$ cat src/rtl/trap_pkg.sv
package trap_pkg;
  localparam int COND_W = 5;

  // Member order matches the condition-mask bit order (first member = MSB).
  typedef struct packed {
    logic s_lt;
    logic s_gt;
    logic eq;
    logic u_lt;
    logic u_gt;
  } cmp_flags_t;
endpackage

$ cat src/rtl/trap_opsel.sv
module trap_opsel #(
  parameter int DATA_W = 32,
  parameter int IMM_W  = 16
) (
  input  logic              use_imm,
  input  logic [DATA_W-1:0] reg_val,
  input  logic [IMM_W-1:0]  imm_val,
  output logic [DATA_W-1:0] rhs
);
  logic [DATA_W-1:0] imm_ext;

  generate
    if (IMM_W < DATA_W) begin : g_extend
      assign imm_ext = {{(DATA_W-IMM_W){imm_val[IMM_W-1]}}, imm_val};
    end else begin : g_trunc
      assign imm_ext = imm_val[DATA_W-1:0];
    end
  endgenerate

  assign rhs = use_imm ? imm_ext : reg_val;
endmodule

$ cat src/rtl/trap_cmp.sv
module trap_cmp #(
  parameter int DATA_W = 32
) (
  input  logic                  clk,
  input  logic                  rst,
  input  logic [DATA_W-1:0]     lhs,
  input  logic [DATA_W-1:0]     rhs,
  output trap_pkg::cmp_flags_t  flags
);
  localparam int MSB = DATA_W - 1;

  logic [DATA_W-1:0] lhs_biased, rhs_biased;

  // Flipping the sign bit turns signed order into unsigned order.
  assign lhs_biased = {~lhs[MSB], lhs[MSB-1:0]};
  assign rhs_biased = {~rhs[MSB], rhs[MSB-1:0]};

  always_comb begin
    flags.u_lt = lhs < rhs;
    flags.u_gt = lhs > rhs;
    flags.s_lt = lhs_biased < rhs_biased;
    flags.s_gt = lhs_biased > rhs_biased;
    flags.eq   = lhs == rhs;
  end

  // exactly one signed relation holds at any time
  a_r4_signed_trichotomy: assert property (@(posedge clk) disable iff (rst)
    $countones({flags.s_lt, flags.s_gt, flags.eq}) == 1);
  // exactly one unsigned relation holds at any time
  a_r7_unsigned_trichotomy: assert property (@(posedge clk) disable iff (rst)
    $countones({flags.u_lt, flags.u_gt, flags.eq}) == 1);
endmodule

$ cat src/rtl/trap_cond.sv
module trap_cond (
  input  trap_pkg::cmp_flags_t              flags,
  input  logic [trap_pkg::COND_W-1:0]       mask,
  output logic                              hit
);
  assign hit = |(flags & mask);
endmodule

$ cat src/rtl/trap_eval_unit.sv
module trap_eval_unit #(
  parameter int DATA_W = 32,
  parameter int IMM_W  = 16
) (
  input  logic                        clk,
  input  logic                        rst,
  input  logic                        inst_valid,
  input  logic                        use_imm,
  input  logic [trap_pkg::COND_W-1:0] cond_mask,
  input  logic [DATA_W-1:0]           opnd_a,
  input  logic [DATA_W-1:0]           opnd_b,
  input  logic [IMM_W-1:0]            imm,
  output logic                        trap_req,
  output logic                        trap_cause
);
  localparam int MASK_W = trap_pkg::COND_W;
  localparam logic [MASK_W-1:0] MASK_ALL = '1;

  logic [DATA_W-1:0]    rhs;
  trap_pkg::cmp_flags_t flags;
  logic                 hit;

  trap_opsel #(.DATA_W(DATA_W), .IMM_W(IMM_W)) u_opsel (
    .use_imm (use_imm),
    .reg_val (opnd_b),
    .imm_val (imm),
    .rhs     (rhs)
  );

  trap_cmp #(.DATA_W(DATA_W)) u_cmp (
    .clk   (clk),
    .rst   (rst),
    .lhs   (opnd_a),
    .rhs   (rhs),
    .flags (flags)
  );

  trap_cond u_cond (
    .flags (flags),
    .mask  (cond_mask),
    .hit   (hit)
  );

  always_ff @(posedge clk) begin
    if (rst) begin
      trap_req   <= 1'b0;
      trap_cause <= 1'b0;
    end else begin
      trap_req   <= inst_valid & hit;
      trap_cause <= inst_valid & hit;
    end
  end

  // reset clears the request
  a_r1_reset_clears: assert property (@(posedge clk) rst |=> !trap_req && !trap_cause);
  // no valid instruction means no request next cycle
  a_r11_idle_no_req: assert property (@(posedge clk) disable iff (rst)
    !inst_valid |=> !trap_req);
  // a full mask always traps
  a_r9_full_mask: assert property (@(posedge clk) disable iff (rst)
    inst_valid && cond_mask == MASK_ALL |=> trap_req);
  // an empty mask never traps
  a_r10_zero_mask: assert property (@(posedge clk) disable iff (rst)
    cond_mask == '0 |=> !trap_req);
  // a request is always accompanied by its cause flag
  a_r12_cause_with_req: assert property (@(posedge clk) disable iff (rst)
    trap_req |-> trap_cause);
endmodule

$ cat config.mk
export PLATFORM = sky130hd
export DESIGN_NAME = trap_eval_unit
export DESIGN_NICKNAME = d
export VERILOG_FILES = /design/src/rtl/trap_pkg.sv /design/src/rtl/trap_opsel.sv /design/src/rtl/trap_cmp.sv /design/src/rtl/trap_cond.sv /design/src/rtl/trap_eval_unit.sv
export SDC_FILE = /design/constraint.sdc
export NUM_CORES = 1
export LEC_CHECK = 0
export ABC_AREA = 1
export CAP_MARGIN = 20
export CORE_ASPECT_RATIO = 0.5
export CORE_MARGIN = 3
export CORE_UTILIZATION = 37
export DETAILED_ROUTE_END_ITERATION = 7
export GPL_TIMING_DRIVEN = 0
export PLACE_DENSITY = 0.95
export SYNTH_ARGS = -nofsm -noshare
export SYNTH_HDL_FRONTEND = slang
export SYNTH_SLANG_ARGS = --single-unit
$ cat constraint.sdc
create_clock -name clk -period 3.6 [get_ports clk]
set_input_delay 0.54 -clock clk [delete_from_list [all_inputs] [get_ports clk]]
set_output_delay 0.54 -clock clk [all_outputs]
set_load 0.01 [all_outputs]
Word-level counts from Yosys, hierarchy flattened
Index checks and enable logic that the tools add are counted.
{"block": "word_totals", "ff_bits": 1, "in_bits": 89, "out_inout_bits": 2}
{"block": "classes", "n_eq_ne": 1, "mux": 1, "n_reduce_logical": 1, "magnitude_cmp": 4, "n_bitwise": 4}
{"cell": "32-bit greater-than comparator", "n": 2}
{"cell": "32-bit < comparator", "n": 2}
{"cell": "32-bit equality test", "n": 1}
{"cell": "32-bit 2-to-1 mux", "n": 1}
{"cell": "5-bit bitwise AND", "n": 1}
{"cell": "5-bit OR reduction", "n": 1}
{"cell": "1-bit NOT", "n": 2}
{"cell": "1-bit bitwise AND", "n": 1}

Logic depth before layout (Yosys ltp)
{"block": "depth", "depth_word": 6, "depth_mapped": 20, "depth_no_buf": 19}

Cells and area by module
From an unflattened synthesis, not the netlist that was laid out.
{"block": "unflattened", "hier_cells": 255, "hier_area_um2": 1417.6}
{"module": "trap_cmp", "cells_per_inst": 153, "instances": 1, "area_per_inst_um2": 960.9, "seq_area_each_um2": 0.0}
{"module": "trap_opsel", "cells_per_inst": 87, "instances": 1, "area_per_inst_um2": 377.9, "seq_area_each_um2": 0.0}
{"module": "trap_cond", "cells_per_inst": 11, "instances": 1, "area_per_inst_um2": 41.3, "seq_area_each_um2": 0.0}
{"module": "trap_eval_unit", "cells_per_inst": 4, "instances": 1, "area_per_inst_um2": 37.5, "seq_area_each_um2": 20.0}

Least setup slack after synthesis
OpenSTA, ideal clock, no wires.
{"block": "synth_path", "kind": "input to register", "from": "in use_imm", "to": "reg trap_cause", "setup_ps": 111, "stages": 15, "setup_slack_ps": 1256, "t_arrival_ps": 2232, "n_path_buf": 2, "path_cell_list": "buf_2 clkinv_1 buf_2 a21oi_1 ha_1 nand2_2 a21oi_1 nor3_1 nand2_1 a21oi_1 nand2_1 nand2_1 nand3_1 nor2_1 nor2_1"}
{"block": "synth_via", "elab_chain_len": 6}
{"item": "start, declared", "line_no": "trap_eval_unit.sv:8", "rtl": "input logic use_imm,"}
{"item": "32-bit 2-to-1 mux (*)", "line_no": "trap_opsel.sv:20", "rtl": "assign rhs = use_imm ? imm_ext : reg_val;"}
{"item": "1-bit NOT", "line_no": "trap_cmp.sv:16", "rtl": "assign rhs_biased = {~rhs[MSB], rhs[MSB-1:0]};"}
{"item": "32-bit greater-than comparator or 32-bit < comparator (tied branches)", "line_no": "trap_cmp.sv:22, trap_cmp.sv:21"}
{"item": "5-bit bitwise AND (*)", "line_no": "trap_cond.sv:6", "rtl": "assign hit = |(flags & mask);"}
{"item": "5-bit OR reduction (*)", "line_no": "trap_cond.sv:6"}
{"item": "1-bit bitwise AND (*)", "line_no": "trap_eval_unit.sv:50", "rtl": "trap_cause <= inst_valid & hit;"}
{"item": "end signal, assigned", "line_no": "trap_eval_unit.sv:50"}
{"item": "end, declared", "line_no": "trap_eval_unit.sv:14", "rtl": "output logic trap_cause"}
Every way passes the cells marked *; elsewhere a longest branch is shown, timed or not.
A chain may end at the register's enable or synchronous reset.

Worst setup path in the final report
{"block": "layout_path", "from": "in imm[15]", "to": "reg trap_cause"}
{"block": "layout_via", "elab_chain_len": 6}
{"item": "start, declared", "line_no": "trap_eval_unit.sv:12", "rtl": "input logic [IMM_W-1:0] imm,"}
{"item": "32-bit 2-to-1 mux (*)", "line_no": "trap_opsel.sv:20"}
{"item": "1-bit NOT", "line_no": "trap_cmp.sv:16"}
{"item": "32-bit greater-than comparator or 32-bit < comparator (tied branches)", "line_no": "trap_cmp.sv:22, trap_cmp.sv:21"}
{"item": "5-bit bitwise AND (*)", "line_no": "trap_cond.sv:6"}
{"item": "5-bit OR reduction (*)", "line_no": "trap_cond.sv:6"}
{"item": "1-bit bitwise AND (*)", "line_no": "trap_eval_unit.sv:50"}
Marked as above.

==> results.tsv <==
stage	metric	value	unit
run_status	status	complete, no violations	
critical_path	worstPathCellList	clkdlybuf4s50_1, nand2_1, clkinv_1, buf_2, a21oi_1, ha_1, a21oi_1, o21ai_0, a21oi_1, nand2_1, nand2_1, nand2_1, nand2_1, nand3_1, nor2_1, nor2_1	
pwr	clockPowerShare	0	%
pwr	vdd_drop_max	0.06697	mV
clock_tree	post_cts_buffers	0	
synth	netlist_top_cells_count	nand2_1 (47), ha_1 (33), a21oi_1 (31)	
die	dieArea	0.003921	mm²
clock_tree	clkSlewWorstSetupHoldPaths	0	ps
timing	drv_slew	0	
pwr	pwr-share-comb	95.3	%
placed_design	post-dp-hpwl	3.740	mm
route	drcViolationCount	0	
timing	setup_tns	0	ps
synth	synth_area_leaders	ha_1 (35%), nand2_1 (15%), a21oi_1 (13%), mux2i_1 (12%), inv_1 (3.8%)	
global_routing	grt_max_degree	11	
synth	synth_top_cell_area_share	35.22	%
route	first_iter_violations	23	
timing	period_minus_slack	2997	ps
clock_tree	cts_hold_buf	0	
synth	ys.flop_type	dfxtp_1	
timing	hold_violations	0	
synth	netlist_instances	179	
global_routing	grt_overflow	0	
critical_path	worst_path_largest_cell_delay	400	ps
pwr	p_int	162.8	µW
finish	top_register	trap_cause	
synth	ys_ff_latch	1	
clock_tree	post_cts_resized	0	
timing	worst_slack	602.9	ps
finish	drive_gt1_share	6.343	%
die	initial_core_util	41.91	%
global_routing	grt_util_all_layers	20.22	%
synth	syn_nets	301	
timing	worst_pin_slew	286.6	ps
synth	seq_area_frac_synth	1.708	%
critical_path	path_buf_inv	3	
pwr	switching_share	39.46	%
hold_path	hp-class	in2reg	
critical_path	crit_path_end_kind	flip-flop	
timing	rsz0062_at_grt	false	
finish	syn2layout_area_growth	79.94	%
pwr	power_density	127.5	mW/mm²
die	io_pins	91	
pwr	p_sw	106.1	µW
die	coreArea	0.002798	mm²
finish	top_regs	trap_cause x1	
route	wl_per_cell	13.35	µm
pwr	power	269.0	µW
hold_path	worstHoldEndpoint	trap_cause$_SDFF_PP0_	
global_routing	grt_pass1_vias	1545	
synth	synth.distinct_cells	23	
finish	fin_nets	392	
critical_path	crit_type	in2reg	
die	die_x	85.61	µm
finish	largest_reg_flops	1	
placed_design	portBuffers	89	
pwr	leakage	0.001020	µW
timing	finalSetupViolCount	0	
hold_path	whs_path_depth	3	
route	drt_pass1_iterations	4	
timing	period_share	83.25	%
critical_path	worst_ep_arrival_time	2880	ps
synth	ys_warn_count	0	
finish	final_util	75.40	%
placed_design	globalplace.congestion	0.7952	
critical_path	crit_required	3480	ps
synth	async_reset_ff_share	0	%
synth	syn_area_per_cell	6.550	µm²
critical_path	crit_top_cell	nand2_1	
run	cap_viol_max_count	0	
global_routing	grt_pass1_wl	6.430	mm
synth	yosys.area.top_type	ha_1	
critical_path	crit_path_max_fanout	10	
critical_path	start_kind	input port	
synth	synth_most_common_cell	nand2_1	
finish	antenna_cells	0	
critical_path	cp_top_family	buffers and inverters	
synth	syn_area	0.001172	mm²
placed_design	dp_slack	607.8	ps
timing	relSlewSlack	80.89	%
hold_path	min_from	inst_valid	
critical_path	slowest_stage	clkdlybuf4s50_1	
pwr	p_seq_share	4.7	%
timing	fmax	333.7	MHz
global_routing	antenna_found_initial	0	
die	rows	13	
synth	synth-edff-count	0	
route	vias	1521	
die	chipHeight	45.81	µm
route	viasPerCell	4.987	
route	ant_nets	0	
route	finalWirelength	4.071	mm
[worst min-delay path: stages]
cell	delay [ps]
clkdlybuf4s50_1	400
nand2_1	80
nor2_1	50
[worst max path at each step]
stage / start / end / cells after the start
floorplan: use_imm / trap_cause$_SDFF_PP0_ / 15
global placement: imm[15] / trap_cause$_SDFF_PP0_ / 16
detailed placement: imm[15] / trap_cause$_SDFF_PP0_ / 16
CTS: imm[15] / trap_cause$_SDFF_PP0_ / 16
global route: imm[15] / trap_cause$_SDFF_PP0_ / 16
finish: imm[15] / trap_cause$_SDFF_PP0_ / 16
[stage by stage]
step / hold WS (ps) / area (µm²) / std cells
2_1_floorplan: 665.7 / 1172 / 179
3_3_place_gp: 1082 / 2110 / 305
3_5_place_dp: 1123 / 2110 / 305
4_1_cts: 1126 / 2110 / 305
5_1_grt: 1159 / 2110 / 305
6_report: 1124 / 2110 / 305
[power by group through the flow]
stage	registers [µW]	clock network, µW	logic [µW]
floorplan	13.2	0	125
global placement	12.6	0	241
CTS	12.7	0	258
detailed placement	12.7	0	257
global route	12.8	0	286
finish	12.8	0	256
[cells in the final DEF, fill, tap and decap left out, drive strengths merged]
cell           instances
clkdlybuf4s50         89
clkinv                 3
mux2i                 14
a21oi                 31
and2                   1
buf                    5
dfxtp                  1
o21ai                  2
nand4                  2
inv                   15
o21a                   1
nor2                  14
ha                    33
nor3                   2
nand2                 50
a21o                   1
nand3                  4
[routing by layer]
metal,track usage [%],vias to the layer above,wire length [µm]
li1,-,788,-
met1,19.56,674,1500
met2,46.60,47,2284
met3,1.444,12,159
met4,5.994,0,127
met5,0,-,0
[cells by family (layout without fill, tap and decap cells)]
| family | after synthesis | in the layout | synth area share [%] |
|---|---|---|---|
| AND/OR/NAND/NOR | 73 | 73 | 27.54 |
| flip-flops | 1 | 1 | 1.708 |
| multiplexers | 14 | 14 | 11.95 |
| buffers and inverters | 23 | 112 | 8.111 |
| AO/OA/AOI/OAI | 35 | 35 | 15.47 |
| adder cells (fa/ha/maj) | 33 | 33 | 35.22 |
[cell type report]
class	count	area, µm²
buffer	5	27.53
fill	223	688.2
inverter	18	67.56
multi-input combinational	155	1057
sequential	1	20.02
tap	37	46.29
timing repair buffer	89	890.9
No activity file was read; power rests on OpenSTA's default activity.
